File: src/rtl/logring_pkg.sv
package logring_pkg;

  // How the pointer register moves in a given cycle.
  typedef enum logic [1:0] {
    PTR_HOLD = 2'd0,
    PTR_STEP = 2'd1,
    PTR_LOAD = 2'd2
  } ptr_act_e;

endpackage

File: src/rtl/logring_step.sv
// Computes the address after a write at cur_addr.
// Wraps to the base when the following word would exceed the limit.
module logring_step #(
  parameter int AW         = 32,
  parameter int STEP_BYTES = 4
) (
  input  logic [AW-1:0] cur_addr,
  input  logic [AW-1:0] base,
  input  logic [AW-1:0] limit,
  output logic [AW-1:0] nxt_addr,
  output logic          at_end
);
  localparam logic [AW:0] STEP_W = (AW+1)'(STEP_BYTES);

  logic [AW:0] sum;

  always_comb begin
    sum      = {1'b0, cur_addr} + STEP_W;
    at_end   = sum > {1'b0, limit};
    nxt_addr = at_end ? base : sum[AW-1:0];
  end
endmodule

File: src/rtl/logring_flag.sv
// Sticky flag. A set in the same cycle as a clear wins.
module logring_flag (
  input  logic clk,
  input  logic rst,
  input  logic set,
  input  logic clr,
  output logic q
);
  always_ff @(posedge clk) begin
    if (rst)      q <= 1'b0;
    else if (set) q <= 1'b1;
    else if (clr) q <= 1'b0;
  end
endmodule

File: src/rtl/logring_addr.sv
module logring_addr #(
  parameter int AW         = 32,
  parameter int STEP_BYTES = 4
) (
  input  logic          clk,
  input  logic          rst,
  input  logic [AW-1:0] cfg_base,
  input  logic [AW-1:0] cfg_limit,
  input  logic          cfg_loop,
  input  logic          rec_pulse,
  input  logic          reload_pulse,
  input  logic          flag_clr,
  output logic          wr_en,
  output logic [AW-1:0] wr_addr,
  output logic          wrapped,
  output logic [AW-1:0] next_addr
);
  import logring_pkg::*;

  logic [AW-1:0] ptr_q;
  logic          halt_q;
  logic [AW-1:0] eff_addr;
  logic [AW-1:0] step_addr;
  logic          step_end;
  logic          accept;
  ptr_act_e      act;

  // A reload in the same cycle overrides the stored pointer and any halt.
  always_comb begin
    eff_addr = reload_pulse ? cfg_base : ptr_q;
    accept   = rec_pulse && (reload_pulse || !halt_q);
    if (accept)            act = PTR_STEP;
    else if (reload_pulse) act = PTR_LOAD;
    else                   act = PTR_HOLD;
  end

  logring_step #(.AW(AW), .STEP_BYTES(STEP_BYTES)) u_step (
    .cur_addr (eff_addr),
    .base     (cfg_base),
    .limit    (cfg_limit),
    .nxt_addr (step_addr),
    .at_end   (step_end)
  );

  logring_flag u_flag (
    .clk (clk),
    .rst (rst),
    .set (accept && step_end),
    .clr (flag_clr),
    .q   (wrapped)
  );

  always_ff @(posedge clk) begin
    if (rst) begin
      ptr_q   <= '0;
      halt_q  <= 1'b0;
      wr_en   <= 1'b0;
      wr_addr <= '0;
    end else begin
      wr_en <= accept;
      if (accept) wr_addr <= eff_addr;
      unique case (act)
        PTR_STEP: begin
          ptr_q  <= step_addr;
          halt_q <= step_end && !cfg_loop;
        end
        PTR_LOAD: begin
          ptr_q  <= cfg_base;
          halt_q <= 1'b0;
        end
        default: ;
      endcase
    end
  end

  assign next_addr = ptr_q;
endmodule

File: config.mk
export PLATFORM = sky130hd
export DESIGN_NAME = logring_addr
export DESIGN_NICKNAME = d
export VERILOG_FILES = /design/src/rtl/logring_pkg.sv /design/src/rtl/logring_step.sv /design/src/rtl/logring_flag.sv /design/src/rtl/logring_addr.sv
export SDC_FILE = /design/constraint.sdc
export NUM_CORES = 1
export LEC_CHECK = 0
export ABC_AREA = 1
export CAP_MARGIN = 5
export CORE_MARGIN = 4
export CORE_UTILIZATION = 45
export CTS_BUF_LIST = sky130_fd_sc_hd__clkbuf_8
export DETAILED_ROUTE_END_ITERATION = 16
export HOLD_SLACK_MARGIN = 0.15
export PLACE_DENSITY = 0.75
export SETUP_SLACK_MARGIN = 0.15
export SLEW_MARGIN = 30
export SYNTH_ARGS = -nofsm -noshare
export SYNTH_HDL_FRONTEND = slang
export SYNTH_HIERARCHICAL = 1
export SYNTH_SLANG_ARGS = --single-unit
File: constraint.sdc
create_clock -name clk -period 12.4 [get_ports clk]
set_input_delay 3.1 -clock clk [delete_from_list [all_inputs] [get_ports clk]]
set_output_delay 3.1 -clock clk [all_outputs]
set_load 0.05 [all_outputs]
==> flow_summary_export.csv, run 1 <==
group,metric,value,unit
outcome,status,"finished, final reports clean",
worst_setup_path,crit_fanout,34,
worst_setup_path,worst-endpoint-required,12.69,ns
worst_setup_path,endpoint_kind,"register",
grt,antenna_found_initial,0,
synthesis,syn_area_per_cell,5.925,µm²
floorplanning,dieHeight,115.5,µm
sta,rsz0062_at_grt,"no",
layout,design_area,6699,µm²
detailed_routing,vias,5588,
placed_design,preCtsSetupSlack,4.286,ns
grt,grt_overflow,0,
layout,nNetsFinal,1092,
detailed_routing,drtPass1Iterations,5,
synthesis,syn_area,5202,µm²
layout,multi_input_area,3179,µm²
synthesis,ys_async_sr_fraction,0,%
synthesis,syn-instance-count,878,
clock_network,cts_buffer_depth,2,
layout,nFillCells,1121,
clock_network,cts_tree,"built",
grt,grt_pass1_vias,5007,
detailed_routing,wl_per_cell,13.63,µm
floorplanning,io_pins,136,
power_and_ir_drop,ir_drop,0.00005247,V
clock_network,postCtsSetupBuffers,0,
floorplanning,start_util,45.76,%
synthesis,synth_cell_types,35,
synthesis,seq_area_frac_synth,25.78,%
clock_network,clk_pin_slew_worst_paths,0.08,ns
grt,grt_pass1_wl,24.43,mm
worst_setup_path,crit_type,"primary input to register",
layout,post_layout_nonfiller_instances,1137,
detailed_routing,via_per_inst,4.915,
sta,setup_viol,0,
sta,hold_violations,0,
sta,setup_ws,4.532,ns
placed_design,place_inst,1121,
layout,final_cell_mix,"nand2_1 (370), clkdlybuf4s50_1 (135), inv_1 (113), nor2_1 (93), nand3_1 (69)",
detailed_routing,ant_nets,0,
synthesis,yosysWarnings,6,
floorplanning,core_area,11370,µm²
detailed_routing,route.detailed.drc,0,
clock_network,ctsHoldBuffers,0,
worst_setup_path,critPathLaunchType,"primary input",
detailed_routing,drt_iter0_markers,569,
placed_design,dp_hpwl,11.36,mm
power_and_ir_drop,power_density,105.1,nW/µm²
clock_network,cts_buffers,9,
layout,layout_commonest_cell,"nand2_1",
layout,n_antenna_cell,0,
sta,min_period,7.868,ns
clock_network,cts.htree.levels,3,
layout,fin_util,58.92,%
synthesis,synth_edf_count,0,
clock_network,insertion_delay,0.35,ns
grt,grt_max_degree,99,
power_and_ir_drop,power,0.7040,mW
placed_design,gp_congestion,0.9443,
clock_network,cts-resized-gates,0,
sta,hold_ws,0.4818,ns
sta,fin_crit_sh,63.45,%
worst_setup_path,critPathArrivalTime,8.16,ns
layout,drive_gt1_share,4.024,%
sta,slew_headroom,51.48,%
placed_design,port_buffers,135,
sta,report.final.slew_viol_count,0,
synthesis,syn_nets,981,
sta,fin_skew,0.01287,ns
floorplanning,dieWidth,115.5,µm
synthesis,ys_seq_elements,67,
grt,grt_usage,22.86,%
layout,area_delta_synth_final,28.76,%
flow_run,max_cap_viol_count,0,
layout,regArea,1341,µm²
floorplanning,core.rowCount,39,
power_and_ir_drop,leakagePower,3.465,nW
clock_network,root_buffer,"clkbuf_8",
synthesis,synth_ff_type,"dfxtp_1",
sta,worst_pin_slew,0.7270,ns
floorplanning,die_area,13340,µm²
detailed_routing,wirelength,15.49,mm
sta,fmax,127.1,MHz
clock_network,clock-sinks,67,
placed_design,dpl_cell_area,6514,µm²
sta,finalSetupTns,0,ns
hold_path,hold_class,"register to register",
-- synth_stat cells, drive strengths merged, types with 2 or more instances --
cell type	instances	share of area [%]
buf	36	4.4
nor4	2	0.36
xnor2	7	1.2
ha	33	7.9
a21oi	13	1.3
and3	2	0.24
and2	2	0.24
nor3	21	2.7
nand3	70	6.8
nor2	96	7.4
nand2	374	28
xor2	20	3.4
inv	120	8.7
dfxtp	67	26
o21ai	2	0.19
nand4	8	0.96
a21o	2	0.29
-- flip-flops by register name, summed over array words and instances (netlist names) --
register and cells:
next_addr 32, wr_en 1, halt_q 1, wr_addr 32
u_flag/q 1
-- power breakdown --
| part | leakage (nW) | internal [mW] | total [mW] | switching [mW] |
|---|---|---|---|---|
| Sequential | 0.554 | 0.234 | 0.244 | 0.0104 |
| Clock | 0.105 | 0.0908 | 0.181 | 0.0906 |
| Combinational | 2.81 | 0.0959 | 0.278 | 0.182 |
| Total | 3.46 | 0.421 | 0.704 | 0.283 |
-- final cells by class --
cell class | count | share of cell area (%)
Clock inverter | 7 | 0.9152
Clock buffer | 9 | 1.849
Multi-Input combinational cell | 655 | 47.46
Inverter | 120 | 6.799
Timing Repair Buffer | 136 | 20.28
Tap cell | 143 | 2.671
Sequential cell | 67 | 20.02
-- final timing paths --
kind	endpoint	from	cells past startpoint	slack, ns
worst max-delay path	halt_q	reload_pulse	23	4.53
worst min-delay path	u_flag/q	u_flag/q	2	0.48
worst max register to register	halt_q	next_addr[2]	20	8.00
worst min register to register	u_flag/q	u_flag/q	2	0.48
-- worst max-delay path, stage by stage --
cell and delay (ns):
clkdlybuf4s50_1 0.40, buf_4 0.25, inv_4 0.35, nand2_1 0.09, nand2_1 0.20, ha_1 0.30, nand3_1 0.22, nor2_1 0.25
and3_1 0.25, nand3b_1 0.13, xor2_1 0.20, ha_1 0.31, nand2_1 0.10, nor4_2 0.39, and2_1 0.18, nand2_1 0.05
nand2_1 0.07, nand2_2 0.38, nand2_4 0.50, nand2_1 0.12, o22ai_1 0.14, nand2_1 0.07, inv_1 0.07
-- per-layer routing --
| metal | part of all wire, % | vias up | global-route usage [%] |
|---|---|---|---|
| li1 | - | 2896 | - |
| met1 | 45 | 2474 | 30.51 |
| met2 | 47 | 200 | 38.04 |
| met3 | 6.5 | 18 | 4.491 |
| met4 | 1.4 | 0 | 5.634 |
| met5 | 0 | - | 0 |
-- cells by family (layout without fill, tap and decap cells) --
family                   Yosys count  after routing  synth area share, %
AND/OR/NAND/NOR                  576            576                46.56
buffers and inverters            156            272                13.11
flip-flops                        67             67                25.78
adder cells (fa/ha/maj)           33             33                7.937
XOR/XNOR                          27             27                4.546
AO/OA/AOI/OAI                     19             19                2.068
Power figures use the tool's default switching activity.
==> inputs of run 2 (changes only) <==
clock period = 7.4 ns   (was 12.4 ns; I/O delays follow)
==> run 2 against run 1 <==
Effect of this change: non-clock buffer count up 1; total power rose by 74%; register-to-register slack worse by 4.3 ns; largest power group unchanged; flip-flop and latch count unchanged.
==> flow_summary_export.csv, run 2 (synthesis gave the netlist of run 1 again) <==
group,metric,value,unit
detailed_routing,route.detailed.drc,0,
clock_network,postCtsSetupBuffers,0,
hold_path,holdPathStages,2,
floorplanning,io_pins,136,
worst_setup_path,critPathSlowestCell,"clkdlybuf4s50_1",
grt,grt_usage,23.44,%
clock_network,clock-sinks,67,
clock_network,cts_buffers,9,
worst_setup_path,cpMostUsedCell,"nand2_1",
grt,grt_pass1_vias,5186,
clock_network,cts_tree,"built",
grt,grt_max_degree,99,
sta,report.final.slew_viol_count,0,
sta,hold_violations,0,
worst_setup_path,crit_chain,"clkdlybuf4s50_1 > inv_4 > nand2_1 > nand2_1 > ha_1 > nand3_1 > nor2_1 > and3_1 > nand3b_1 > xor2_1 > ha_1 > nand2_1 > nor4_2 > and2_1 > nand2_1 > nand2_1 > nand2_2 > nand2_4 > inv_1 > nor2_1 > inv_1 > a21oi_2",
worst_setup_path,crit_type,"primary input to register",
worst_setup_path,worst-endpoint-required,7.68,ns
grt,grt_overflow,0,
floorplanning,core_area,11370,µm²
grt,grt_pass1_wl,25.29,mm
layout,area_delta_synth_final,29.56,%
layout,fin_util,59.28,%
power_and_ir_drop,ir_drop,0.00009429,V
worst_setup_path,crit_fanout,34,
sta,fin_skew,0.008226,ns
layout,drive_gt1_share,4.121,%
layout,final_cell_mix,"nand2_1 (370), clkdlybuf4s50_1 (135), inv_1 (113), nor2_1 (93), nand3_1 (69)",
floorplanning,dieHeight,115.5,µm
clock_network,root_buffer,"clkbuf_8",
worst_setup_path,slowest_delay,0.79,ns
outcome,status,"finished, final reports clean",
flow_run,max_cap_viol_count,0,
power_and_ir_drop,leakagePower,3.483,nW
floorplanning,core.rowCount,39,
sta,worst_pin_slew,0.7331,ns
sta,fmax,161.6,MHz
hold_path,hold_class,"register to register",
floorplanning,dieWidth,115.5,µm
clock_network,ctsHoldBuffers,0,
clock_network,cts_buffer_depth,2,
grt,antenna_found_initial,0,
clock_network,cts-resized-gates,0,
layout,n_antenna_cell,0,
placed_design,dp_hpwl,11.58,mm
placed_design,port_buffers,135,
detailed_routing,wl_per_cell,13.70,µm
sta,rsz0062_at_grt,"no",
detailed_routing,drt_iter0_markers,558,
detailed_routing,vias,5624,
placed_design,gp_congestion,0.9393,
clock_network,cts.htree.levels,3,
clock_network,clk_pin_slew_worst_paths,0.08,ns
worst_setup_path,critPathLaunchType,"primary input",
sta,fin_crit_sh,83.64,%
sta,setup_viol,0,
detailed_routing,ant_nets,0,
worst_setup_path,critPathArrivalTime,6.47,ns
power_and_ir_drop,power_density,181.9,nW/µm²
detailed_routing,via_per_inst,4.942,
sta,slew_headroom,51.07,%
floorplanning,start_util,45.76,%
layout,nNetsFinal,1093,
detailed_routing,wirelength,15.59,mm
worst_setup_path,reg2regPathDepth,20,
sta,finalSetupTns,0,ns
detailed_routing,drtPass1Iterations,6,
sta,min_period,6.189,ns
floorplanning,die_area,13340,µm²
worst_setup_path,endpoint_kind,"register",
clock_network,insertion_delay,0.35,ns
layout,layout_commonest_cell,"nand2_1",
-- run 2: cell types whose count changed in the layout (fill, tap and decap cells not counted) --
cell | previous run | this run
clkinv_2 | 3 | 1
buf_4 | 1 | 2
bufinv_16 | 1 | 2
clkbuf_8 | 9 | 10
-- run 2: final cells by class --
cell class	count	area [µm²]
Fill cell	1122	4629
Clock inverter	6	81.33
Multi-Input combinational cell	655	3179
Tap cell	143	178.9
Sequential cell	67	1341
Inverter	120	455.4
Clock buffer	10	137.6
Timing Repair Buffer	137	1366
-- run 2: final timing paths --
path,startpoint,end,slack (ns)
hold reg to reg,u_flag/q,u_flag/q,0.49
setup / recovery,reload_pulse,u_flag/q,1.21
setup reg to reg,next_addr[2],u_flag/q,3.68
hold / removal,u_flag/q,u_flag/q,0.49
-- run 2: routing by layer --
layer,wire length [µm],vias to the layer above,part of all wire (%),GRT usage [%]
met2,7326,214,47,38.81
met4,278,0,1.8,7.746
met5,0,-,0,0
met1,6885,2489,44,31.40
li1,-,2899,-,-
met3,1104,22,7.1,3.394
-- run 2: stage by stage --
| step | setup slack [ns] | instances | hold WS, ns | instance area [µm²] | power (mW) |
|---|---|---|---|---|---|
| after floorplan | 2.486 | 878 | 0.5459 | 5202 | 0.7367 |
| after global placement | 0.9941 | 1122 | 0.4845 | 6519 | 0.8806 |
| after detailed placement | 0.9263 | 1122 | 0.4814 | 6521 | 0.8834 |
| after CTS | 1.282 | 1138 | 0.4952 | 6740 | 1.232 |
| after global routing | 0.8499 | 1138 | 0.5140 | 6740 | 1.297 |
| final | 1.211 | 1138 | 0.4937 | 6740 | 1.226 |
-- run 2: power by group --
part / internal [mW] / switching [mW] / leakage, nW
Clock: 0.197 / 0.151 / 0.119
Sequential: 0.392 / 0.0177 / 0.554
Combinational: 0.162 / 0.306 / 2.81
-- run 2: critical path: cells and delay by family --
family / cells / cell delay, ns
compound gates: 1 / 0.12
buf+inv: 4 / 1.46
simple gates: 14 / 2.25
fa+ha+maj: 2 / 0.60
xor+xnor: 1 / 0.19
